`config.mk`:
```
export PLATFORM = sky130hd
export DESIGN_NAME = typeb_frame_rx
export DESIGN_NICKNAME = d
export VERILOG_FILES = /design/src/rtl/typeb_rx_pkg.sv /design/src/rtl/typeb_char_classify.sv /design/src/rtl/typeb_rx_ctrl.sv /design/src/rtl/typeb_frame_rx.sv
export SDC_FILE = /design/constraint.sdc
export NUM_CORES = 1
export LEC_CHECK = 0
export BUFFER_PORTS_ARGS = -buffer_cell sky130_fd_sc_hd__buf_2
export CAP_MARGIN = 40
export CORE_MARGIN = 1.5
export CORE_UTILIZATION = 35
export DETAILED_ROUTE_END_ITERATION = 8
export SETUP_SLACK_MARGIN = 0.2
export SYNTH_ARGS = -nofsm -noshare
export SYNTH_HDL_FRONTEND = slang
export SYNTH_SLANG_ARGS = --single-unit
```
`constraint.sdc`:
```
create_clock -name clk -period 5.19 [get_ports clk]
set_input_delay 0.519 -clock clk [delete_from_list [all_inputs] [get_ports clk]]
set_output_delay 0.519 -clock clk [all_outputs]
set_load 0.1 [all_outputs]
```
`src/rtl/typeb_rx_pkg.sv`:
```
package typeb_rx_pkg;

    // Bits per character: start, eight data, stop
    localparam int CHAR_BITS = 10;

    typedef enum logic [1:0] {
        ST_IDLE    = 2'd0,
        ST_SOF_LOW = 2'd1,
        ST_GAP     = 2'd2,
        ST_DATA    = 2'd3
    } rx_state_e;

    typedef enum logic [1:0] {
        CH_DATA = 2'd0,
        CH_EOF  = 2'd1,
        CH_BAD  = 2'd2
    } char_kind_e;

endpackage

```
`src/rtl/typeb_char_classify.sv`:
```
module typeb_char_classify
    import typeb_rx_pkg::*;
(
    input  logic [CHAR_BITS-1:0] chr_i,
    output char_kind_e           kind_o,
    output logic [7:0]           data_o
);

    assign data_o = chr_i[8:1];

    always_comb begin
        if (chr_i == '0) begin
            kind_o = CH_EOF;
        end else if (chr_i[CHAR_BITS-1] && !chr_i[0]) begin
            kind_o = CH_DATA;
        end else begin
            kind_o = CH_BAD;
        end
    end

endmodule

```
`src/rtl/typeb_rx_ctrl.sv`:
```
module typeb_rx_ctrl
    import typeb_rx_pkg::*;
#(
    parameter int SPB           = 4,
    parameter int SOF_MIN_BITS  = 10,
    parameter int SOF_MAX_BITS  = 12,
    parameter int GAP_MAX       = 25,
    parameter int MAX_BYTES     = 256,
    localparam int IDX_W        = $clog2(MAX_BYTES),
    localparam int LEN_W        = $clog2(MAX_BYTES + 1)
) (
    input  logic             clk,
    input  logic             rst,
    input  logic             smp_valid_i,
    input  logic             smp_i,
    output logic             byte_we_o,
    output logic [7:0]       byte_o,
    output logic [IDX_W-1:0] byte_idx_o,
    output logic             frame_done_o,
    output logic [LEN_W-1:0] frame_len_o,
    output logic             in_frame_o
);

    localparam int READ_PHASE = SPB / 2;
    localparam int PW = $clog2(SPB + 1);
    localparam int BW = $clog2(SOF_MAX_BITS + 2);
    localparam int GW = $clog2(GAP_MAX + 2);
    localparam int CW = $clog2(CHAR_BITS + 1);

    typedef struct packed {
        rx_state_e              state;
        logic [PW-1:0]          pos;
        logic [BW-1:0]          low_bits;
        logic [CW-1:0]          chr_bits;
        logic [GW-1:0]          gap;
        logic [CHAR_BITS-1:0]   shreg;
        logic [LEN_W-1:0]       cnt;
        logic                   we;
        logic [7:0]             data;
        logic [IDX_W-1:0]       idx;
        logic                   done;
        logic [LEN_W-1:0]       len;
        logic                   in_frame;
    } ctrl_t;

    ctrl_t q, d;

    logic [PW-1:0]        pos_inc, pos_wrap;
    logic                 read_pt;
    logic [BW-1:0]        low_inc;
    logic [GW-1:0]        gap_inc;
    logic [CW-1:0]        chr_inc;
    logic [LEN_W-1:0]     cnt_inc;
    logic [CHAR_BITS-1:0] shifted;
    char_kind_e           kind;
    logic [7:0]           chr_byte;

    assign pos_inc  = q.pos + 1'b1;
    assign read_pt  = (pos_inc == PW'(READ_PHASE));
    assign pos_wrap = (pos_inc == PW'(SPB)) ? '0 : pos_inc;
    assign low_inc  = q.low_bits + 1'b1;
    assign gap_inc  = q.gap + 1'b1;
    assign chr_inc  = q.chr_bits + 1'b1;
    assign cnt_inc  = q.cnt + 1'b1;
    // New bit enters at the top, so the first bit of a character ends at bit 0
    assign shifted  = {smp_i, q.shreg[CHAR_BITS-1:1]};

    typeb_char_classify i_classify (
        .chr_i  (shifted),
        .kind_o (kind),
        .data_o (chr_byte)
    );

    always_comb begin
        d      = q;
        d.we   = 1'b0;
        d.done = 1'b0;
        if (smp_valid_i) begin
            unique case (q.state)
                ST_IDLE: begin
                    if (!smp_i) begin
                        d.state    = ST_SOF_LOW;
                        d.pos      = '0;
                        d.low_bits = '0;
                        d.cnt      = '0;
                    end
                end
                ST_SOF_LOW: begin
                    d.pos = pos_wrap;
                    if (read_pt) begin
                        if (smp_i) begin
                            if (q.low_bits >= BW'(SOF_MIN_BITS)) begin
                                d.state    = ST_GAP;
                                d.gap      = '0;
                                d.in_frame = 1'b1;
                            end else begin
                                d.state = ST_IDLE;
                            end
                        end else begin
                            d.low_bits = low_inc;
                            if (low_inc > BW'(SOF_MAX_BITS)) begin
                                d.state = ST_IDLE;
                            end
                        end
                    end
                end
                ST_GAP: begin
                    if (smp_i) begin
                        d.gap = gap_inc;
                        if (gap_inc > GW'(GAP_MAX)) begin
                            d.state    = ST_IDLE;
                            d.in_frame = 1'b0;
                        end
                    end else begin
                        d.state    = ST_DATA;
                        d.pos      = '0;
                        d.chr_bits = '0;
                        d.shreg    = '0;
                    end
                end
                ST_DATA: begin
                    d.pos = pos_wrap;
                    if (read_pt) begin
                        d.shreg    = shifted;
                        d.chr_bits = chr_inc;
                        if (chr_inc == CW'(CHAR_BITS)) begin
                            case (kind)
                                CH_DATA: begin
                                    d.we   = 1'b1;
                                    d.data = chr_byte;
                                    d.idx  = q.cnt[IDX_W-1:0];
                                    d.cnt  = cnt_inc;
                                    if (cnt_inc == LEN_W'(MAX_BYTES)) begin
                                        d.state    = ST_IDLE;
                                        d.in_frame = 1'b0;
                                    end else begin
                                        d.state = ST_GAP;
                                        d.gap   = '0;
                                    end
                                end
                                CH_EOF: begin
                                    d.state    = ST_IDLE;
                                    d.in_frame = 1'b0;
                                    if (q.cnt != '0) begin
                                        d.done = 1'b1;
                                        d.len  = q.cnt;
                                    end
                                end
                                default: begin
                                    d.state    = ST_IDLE;
                                    d.in_frame = 1'b0;
                                end
                            endcase
                        end
                    end
                end
                default: d.state = ST_IDLE;
            endcase
        end
    end

    always_ff @(posedge clk) begin
        if (rst) begin
            q <= '0;
        end else begin
            q <= d;
        end
    end

    assign byte_we_o    = q.we;
    assign byte_o       = q.data;
    assign byte_idx_o   = q.idx;
    assign frame_done_o = q.done;
    assign frame_len_o  = q.len;
    assign in_frame_o   = q.in_frame;


    sof_entry_chk: assert property (@(posedge clk) disable iff (rst)
        $rose(q.in_frame) |-> $past(q.state) == ST_SOF_LOW);


    gap_bound_chk: assert property (@(posedge clk) disable iff (rst)
        q.state == ST_GAP |-> q.gap <= GW'(GAP_MAX));


    we_pulse_chk: assert property (@(posedge clk) disable iff (rst)
        q.we |=> !q.we);


    we_in_frame_chk: assert property (@(posedge clk) disable iff (rst)
        q.we |-> $past(q.in_frame));


    done_nonempty_chk: assert property (@(posedge clk) disable iff (rst)
        q.done |-> (q.len != '0) && !q.in_frame && $past(q.in_frame));


    limit_abort_chk: assert property (@(posedge clk) disable iff (rst)
        (q.we && q.idx == IDX_W'(MAX_BYTES - 1)) |-> !q.in_frame);

endmodule

```
`src/rtl/typeb_frame_rx.sv`:
```
module typeb_frame_rx #(
    parameter int SPB           = 4,
    parameter int SOF_MIN_BITS  = 10,
    parameter int SOF_MAX_BITS  = 12,
    parameter int GAP_MAX       = 25,
    parameter int MAX_BYTES     = 256,
    localparam int IDX_W        = $clog2(MAX_BYTES),
    localparam int LEN_W        = $clog2(MAX_BYTES + 1)
) (
    input  logic             clk,
    input  logic             rst,
    input  logic             smp_valid_i,
    input  logic             smp_i,
    output logic             byte_we_o,
    output logic [7:0]       byte_o,
    output logic [IDX_W-1:0] byte_idx_o,
    output logic             frame_done_o,
    output logic [LEN_W-1:0] frame_len_o,
    output logic             in_frame_o
);

    typeb_rx_ctrl #(
        .SPB          (SPB),
        .SOF_MIN_BITS (SOF_MIN_BITS),
        .SOF_MAX_BITS (SOF_MAX_BITS),
        .GAP_MAX      (GAP_MAX),
        .MAX_BYTES    (MAX_BYTES)
    ) i_ctrl (
        .clk          (clk),
        .rst          (rst),
        .smp_valid_i  (smp_valid_i),
        .smp_i        (smp_i),
        .byte_we_o    (byte_we_o),
        .byte_o       (byte_o),
        .byte_idx_o   (byte_idx_o),
        .frame_done_o (frame_done_o),
        .frame_len_o  (frame_len_o),
        .in_frame_o   (in_frame_o)
    );

endmodule

```
Word level (Yosys, flattened, before mapping) --
Cells that the tools add are included.
Cells by class: add/sub/neg operators 5, magnitude comparators 3, eq/ne operators 23, muxes and demuxes 46, bitwise operators 5, reductions and logical operators 21
Operators by type and width (count):
- 2-to-1 mux 56 bit | 1
- 2-to-1 mux 37 bit | 1
- 2-to-1 mux 5 bit | 7
- 2-to-1 mux 10 bit | 3
- 2-to-1 mux 26 bit | 1
- 2-to-1 mux 2 bit | 12
- one-hot mux 10 bit (2 select lines) | 1
- one-hot mux 5 bit (4 select lines) | 1
- AND reduction 10 bit | 2
- 2-to-1 mux 9 bit | 2
- one-hot mux 9 bit (2 select lines) | 1
- one-hot mux 4 bit (2 select lines) | 2
- one-hot mux 5 bit (3 select lines) | 1
- inequality test 2 bit (second input constant) | 7
- 2-to-1 mux 4 bit | 3
- AND reduction 6 bit | 2
- zero test 10 bit | 1
- inequality test 2 x 1 -> 1 bit (second input constant) | 5
- AND reduction 5 bit | 2
- adder 9 x 1 -> 9 bit (second input constant) | 1
- == test 9 bit (second input constant) | 1
- inequality test 3 x 2 -> 1 bit (second input constant) | 3
- nonzero test 9 bit | 1
- adder 4 x 1 -> 4 bit (second input constant) | 2
- 24 further kinds | 40
Storage, ports and cells: register bits after elaboration 65, input port bits 4, output and inout port bits 28, word-level logic and storage cells 116

Longest topological paths before layout --
Gate-level depths: netlist of the first run.
depth after elaboration 9, depth in mapped cells 9, gate-level depth less buffers 8

Hierarchy --
From an unflattened synthesis of the first run, not the netlist that was laid out.
Unflattened totals: cells, all modules 422, area total of the unflattened synthesis 3530.9 sq um
Modules (own cells, without submodules):
- typeb_rx_ctrl | times used 1, cells an instance 408, area an instance 3428.3 sq um, sequential area each 1281.2 sq um
- typeb_char_classify | times used 1, cells an instance 14, area an instance 102.6 sq um, sequential area each 0.0 sq um

Worst setup path before layout of the first run --
No wires, ideal clock.
kind flip-flop to flip-flop, start reg i_ctrl.q[60] (netlist bit), end reg i_ctrl.q (netlist bit i_ctrl.in_frame_o), library setup time 0.120 ns, arrival time 2.172 ns, data required time 5.070 ns, slack 2.899 ns, stages on the path, launching flop included 9, clock period less this slack 2.291 ns, cells stage by stage dfxtp_1 ha_1 inv_1 ha_1 nand3_1 a2111oi_1 nor3_1 o21bai_1 o31a_1
On the way: longest elaborated chain between the ends 4
RTL lines:
- from (decl) | RTL line typeb_rx_ctrl.sv:46 | ctrl_t q, d;
- from (signal assigned) | RTL line typeb_rx_ctrl.sv:164 | q <= '0;
- from (signal assigned) | RTL line typeb_rx_ctrl.sv:166 | q <= d;
- adder 3 x 1 -> 3 bit * | RTL line typeb_rx_ctrl.sv:58 | assign pos_inc = q.pos + 1'b1;
- == test 3 x 2 -> 1 bit * | RTL line typeb_rx_ctrl.sv:59 | assign read_pt = (pos_inc == PW'(READ_PHASE));
- inequality test 2 x 1 -> 1 bit (no source line)
- AND reduction 10 bit (no source line) *
Mark *: on every way between the ends. The rest lies on a longest branch, timed or not. A chain may end at the register's enable or synchronous reset.

Worst setup path in the final report of the first run --
start reg i_ctrl.q[60] (netlist bit), end reg i_ctrl.q (netlist bit i_ctrl.frame_len_o[8])
On the way: longest elaborated chain between the ends 3
RTL lines (RTL line):
- adder 3 x 1 -> 3 bit | typeb_rx_ctrl.sv:58
- == test 3 x 2 -> 1 bit | typeb_rx_ctrl.sv:59
- AND reduction 6 bit (no source line)
No other way between the ends.

==> impl_metrics.tcl, run 1 <==
set metrics [dict create \
    outcome "finished clean" \
    syn_nets 439 \
    switchingPower_mw 0.246 \
    timing.rr.start "i_ctrl.q[60]" \
    yosysTopAreaCell "dfxtp_1" \
    wirelength_um 7520 \
    dieHeight_um 103 \
    fin_ws_ns 2.35 \
    synth_top_cell_area_share 0.369 \
    hp-class "reg2reg" \
    gp_congestion 0.873 \
    synth_warnings 0 \
    combPwrFrac 0.046 \
    antenna_found_initial 0 \
    pin_count 32 \
    skew_ns 0.0103 \
    finalInstanceArea_sq_um 3780 \
    min_period_ns 2.84 \
    finish.utilization 0.390 \
    core_area_sq_um 9680 \
    yosysSeqAreaShare 0.369 \
    tritoncts "done" \
    insertion_delay_ns 0.35 \
    antenna_left 0 \
    numCtsBuffers 9 \
    drive_gt1_frac 0.132 \
    dp_cells 535 \
    tns_ns 0 \
    synth_most_common_cell "dfxtp_1" \
    via_per_inst 5.29 \
    remaining_drc_errors 0 \
    ys_ff_latch 64 \
    ys_types 57 \
    fin_crit_sh 0.548 \
    postPlaceCellArea_sq_um 3530 \
    p_int_mw 0.845 \
    slowest_stage "a2111oi_1" \
    place_ws_ns 2.37 \
    cts_setup_buffers 0 \
    finalNonFillerCells 551 \
    rows 36 \
    syn2layout_area_growth_pct 8.94 \
    grt_pass1_wl_um 12700 \
    cp_data_required_time_ns 5.43 \
    synthTopCellsByCount "dfxtp_1 (64), nor2_1 (52), a21oi_1 (28), buf_4 (25)" \
    cts-htree-levels 3 \
    synth-async-reset-ratio 0 \
    clkTransAtPathRegs_ns 0.08 \
    synth_edf_count 0 \
    slew_headroom 0.455 \
    cts_sinks 64 \
    post-dp-hpwl_um 5160 \
    hold_buffers 0 \
    drv_cap 0 \
    routedWlPerCell_um 13.6 \
    synthCells 422 \
    min_from "i_ctrl.frame_len_o[6]" \
    cts_resized 0 \
    overflow 0 \
    seq_power_share 0.461 \
    crit_start "i_ctrl.q[60]" \
    io_buffers 31 \
    fin_nets 430 \
    grt_max_degree 47 \
    syn_area_per_cell_sq_um 8.22 \
    peakVddDrop_mv 0.153 \
    path_common_cell "ha_1" \
    path_max_fanout 10 \
    synth_ff_type "dfxtp_1" \
    critical_path_class "reg2reg" \
    worstSetupStartpointType "flip-flop" \
    die_x_um 103 \
    cts-root-buf "clkbuf_8" \
    cts_buffer_depth 2 \
    start_util 0.358 \
    p_leak_nw 1.37 \
    power.density_nw_per_um2 289 \
    vias 2916 \
    swShare 0.226 \
    drt_iter0_markers 211 \
    slowest_delay_ns 0.78 \
    endpoint_kind "flip-flop" \
    grt_setup_unrepaired "no" \
    setup_viol 0 \
    antennaDiodeCount 0 \
    netlist_area_sq_um 3470 \
    cp_cell_sequence "ha_1 -> inv_1 -> ha_1 -> nand3_1 -> a2111oi_1 -> o21bai_1 -> o21ai_0 -> a21oi_1" \
    die-area_sq_um 10500 \
    slew_viol_final 0 \
    dr.pass1.iters 4 \
    track_usage 0.154 \
    fmax_mhz 352 \
    clkPwrFrac 0.494 \
    synth.area.top_cells "dfxtp_1 (37%), nor2_1 (5.6%), buf_4 (5.4%)" \
    worstMarginPinSlew_ns 0.818 \
    grt_pass1_vias 2641 \
    finalHoldViolCount 0 \
    crit_arrival_ns 3.08 \
]
[area by class of cell]
| type | count | area (sq um) |
|---|---|---|
| Sequential cell | 64 | 1280 |
| Multi-Input combinational cell | 289 | 1840 |
| Clock buffer | 10 | 138 |
| Clock inverter | 6 | 115 |
| Timing Repair Buffer | 33 | 183 |
| Tap cell | 133 | 166 |
| Fill cell | 990 | 5900 |
| Inverter | 16 | 60.1 |
[worst max-delay path: cells and delay by family (launching register included)]
family | cells | cell delay, ns
AO/OA/AOI/OAI | 4 | 1.54
flip-flops | 1 | 0.38
buffers and inverters | 1 | 0.06
adder cells (fa/ha/maj) | 2 | 0.49
AND/OR/NAND/NOR | 1 | 0.27
[flip-flops by register name (all words and copies together) (netlist names)]
name / cells
i_ctrl.byte_we_o: 1
i_ctrl.byte_o: 8
i_ctrl.q: 36
i_ctrl.frame_len_o: 9
i_ctrl.byte_idx_o: 8
i_ctrl.frame_done_o: 1
i_ctrl.in_frame_o: 1
[through the flow]
stage	total power, mW	hold WS [ns]
floorplan	0.550	0.454
global placement	0.561	0.457
detailed placement	0.563	0.472
CTS	1.11	0.484
global route	1.13	0.496
finish	1.09	0.482
[path summary, 6_finish.rpt]
check	end	slack (ns)	cells after the start
worst max-delay path	i_ctrl.frame_len_o[8]	2.35	8
worst min-delay path	i_ctrl.frame_len_o[6]	0.48	2
worst max register to register	i_ctrl.frame_len_o[8]	2.35	8
worst min register to register	i_ctrl.frame_len_o[6]	0.48	2
[cells in the final DEF (no fill, tap or decap), types with 3 or more instances in the layout]
cell type  netlist  routed
dfxtp_1         64      64
nor2_1          52      52
buf_2            5      31
a21oi_1         28      28
nand2_1         24      24
nand3_1         24      24
mux2i_1         18      18
o21ai_0         17      17
inv_1           16      16
a22oi_1         13      13
ha_1            13      13
nor3_1          12      12
clkbuf_8         0      10
a211oi_1         6       6
and2_1           5       5
nand4_1          5       5
nand3b_1         4       4
nand4b_1         4       4
a211o_1          3       3
a31oi_1          3       3
nor2b_1          3       3
nand2b_1         3       3
xnor2_1          3       3
o31a_1           3       3
xor2_1           3       3
nor4_1           3       3
bufinv_16        0       3
[per-layer routing]
| layer | share of wire | wire length (um) | GRT usage | vias to the layer above |
|---|---|---|---|---|
| met4 | 0.023 | 173 | 0.0780 | 0 |
| met2 | 0.45 | 3390 | 0.235 | 72 |
| met5 | 0 | 0 | 0 | - |
| met1 | 0.48 | 3620 | 0.207 | 1368 |
| li1 | - | - | - | 1462 |
| met3 | 0.044 | 330 | 0.0292 | 14 |
[logic make-up after synthesis]
logic type	synth area share
adder cells (fa/ha/maj)	0.0469
AND/OR/NAND/NOR	0.210
flip-flops	0.369
buffers and inverters	0.103
multiplexers	0.0519
AO/OA/AOI/OAI	0.203
XOR/XNOR	0.0151
[power groups by stage]
stage	logic, mW	registers [mW]	clock network, mW
finish	0.0499	0.503	0.538
CTS	0.0499	0.502	0.556
global route	0.0547	0.504	0.576
global placement	0.0469	0.514	0
floorplan	0.0436	0.506	0
detailed placement	0.0492	0.514	0
Power figures use the tool's default switching activity.
==> run 2: changes to the inputs <==
==> constraint.sdc (replaced) <==
create_clock -name clk -period 2.6 [get_ports clk]
set_input_delay 0.26 -clock clk [delete_from_list [all_inputs] [get_ports clk]]
set_output_delay 0.26 -clock clk [all_outputs]
set_load 0.1 [all_outputs]
==> impl_metrics.tcl, run 2 (same netlist as run 1, synthesis figures left out) <==
set metrics [dict create \
    largest_reg_flops 36 \
    cts_buffer_depth 2 \
    fin_crit_sh 0.872 \
    vias 2977 \
    antenna_found_initial 0 \
    cts_sinks 64 \
    cts-htree-levels 3 \
    finish.utilization 0.402 \
    max_flop_register "i_ctrl.q" \
    dp_cells 550 \
    fin_nets 446 \
    power.density_nw_per_um2 515 \
    critical_path_class "reg2reg" \
    dieHeight_um 103 \
    gp_congestion 0.816 \
    rrSetupSlack_ns 0.33 \
    busiest_layer "met2" \
    routedWlPerCell_um 14.1 \
    clkTransAtPathRegs_ns 0.08 \
    grt_pass1_wl_um 13500 \
    drive_gt1_frac 0.182 \
    track_usage 0.164 \
    cp_data_required_time_ns 2.88 \
    r2r_end "i_ctrl.q[33]" \
    cts_resized 0 \
    min_period_ns 2.27 \
    grt_max_degree 51 \
    gr-usage-met2 0.259 \
    layout_common_cells "dfxtp_1 (62), nor2_1 (52), buf_2 (31), a21oi_1 (28)" \
    fin_ws_ns 0.334 \
    cp_cell_sequence "ha_1 -> nand2_1 -> a211o_1 -> a211oi_4 -> or4b_1 -> a21oi_1" \
    place_ws_ns 0.256 \
    die-area_sq_um 10500 \
    min_to "i_ctrl.q[59]" \
    hp-class "in2reg" \
    slew_viol_final 0 \
    finalInstanceArea_sq_um 3890 \
    insertion_delay_ns 0.36 \
    post-dp-hpwl_um 5480 \
    io_buffers 31 \
    numCtsBuffers 9 \
    rows 36 \
    tritoncts "done" \
    finalNonFillerCells 567 \
    grt_pass1_vias 2793 \
    skew_ns 0.0145 \
    peakVddDrop_mv 0.232 \
    via_per_inst 5.25 \
    start_util 0.358 \
    worstMarginPinSlew_ns 0.529 \
    setup_viol 0 \
    die_x_um 103 \
    syn2layout_area_growth_pct 12.1 \
    crit_arrival_ns 2.55 \
    slew_headroom 0.648 \
    slowest_delay_ns 0.46 \
    use_met3 0.0454 \
    wirelength_um 8020 \
    fmax_mhz 441 \
    worstSetupStartpointType "flip-flop" \
    grt_setup_unrepaired "yes" \
    slowest_stage "or4b_1" \
    cts-root-buf "clkbuf_8" \
    drt_iter0_markers 147 \
    endpoint_kind "flip-flop" \
    overflow 0 \
    core_area_sq_um 9680 \
    min_from "rst" \
    dr.pass1.iters 5 \
    remaining_drc_errors 0 \
    hold_buffers 0 \
    antenna_left 0 \
    antennaDiodeCount 0 \
    ff2ff_path_depth 6 \
    min_path_cells 2 \
    num-fill-cells 1013 \
    timing.rr.start "i_ctrl.q[53]" \
    cts_setup_buffers 0 \
    use_met1 0.207 \
    outcome "finished clean" \
    tns_ns 0 \
    pin_count 32 \
    postPlaceCellArea_sq_um 3630 \
    drv_cap 0 \
    path_max_fanout 6 \
    finalHoldViolCount 0 \
    final_common_cell "dfxtp_1" \
    p_leak_nw 1.42 \
]
-- run 2: cell types whose count changed in the layout (fill, tap and decap cells not counted), sizes merged --
cell      change
clkinvlp      +1
clkinv        +1
buf          +16
bufinv        -2
-- run 2: routing by layer --
layer	routed length, um	share of wire
met5	0	0
met4	181	0.023
met3	340	0.042
met2	3670	0.46
met1	3830	0.48
-- run 2: power by group --
group	switching (mW)	internal, mW	total (mW)
Clock	0.419	0.471	0.890
Combinational	0.0772	0.0382	0.115
Sequential	0.0134	0.986	0.999
-- run 2: per-stage QoR --
stage / power, mW / hold slack [ns]
2_1_floorplan: 1.10 / 0.454
6_report: 2.00 / 0.241
4_1_cts: 2.02 / 0.243
3_5_place_dp: 1.13 / 0.465
3_3_place_gp: 1.13 / 0.462
5_1_grt: 2.10 / 0.247
-- run 2: worst max path at each step --
stage | startpoint | to | slack, ns | depth (start not counted)
3_5_place_dp | i_ctrl.q[60] | i_ctrl.frame_len_o[7] | 0.26 | 9
5_1_grt | i_ctrl.q[53] | i_ctrl.q[33] | 0.18 | 6
3_3_place_gp | i_ctrl.q[52] | i_ctrl.byte_idx_o[5] | 0.32 | 7
4_1_cts | i_ctrl.q[60] | i_ctrl.frame_len_o[7] | 0.24 | 9
6_report | i_ctrl.q[53] | i_ctrl.q[33] | 0.33 | 6
2_1_floorplan | i_ctrl.q[60] | i_ctrl.in_frame_o | 0.31 | 8
-- run 2: cell type report --
type	count	area, sq um	area share
sequential	64	1280	0.330
clock buffer	10	138	0.0354
clock inverter	6	67.6	0.0174
multi-input combinational	289	1880	0.483
tap	133	166	0.0428
timing repair buffer	49	298	0.0765
inverter	16	60.1	0.0154
-- run 2: worst max-delay path: cells and delay by family (launching register included) --
kind                       cells  cell delay (ns)
DFF                            1             0.42
AOI/OAI and AO/OA              3             0.94
adders and majority gates      1             0.28
and+or+nand+nor                2             0.55
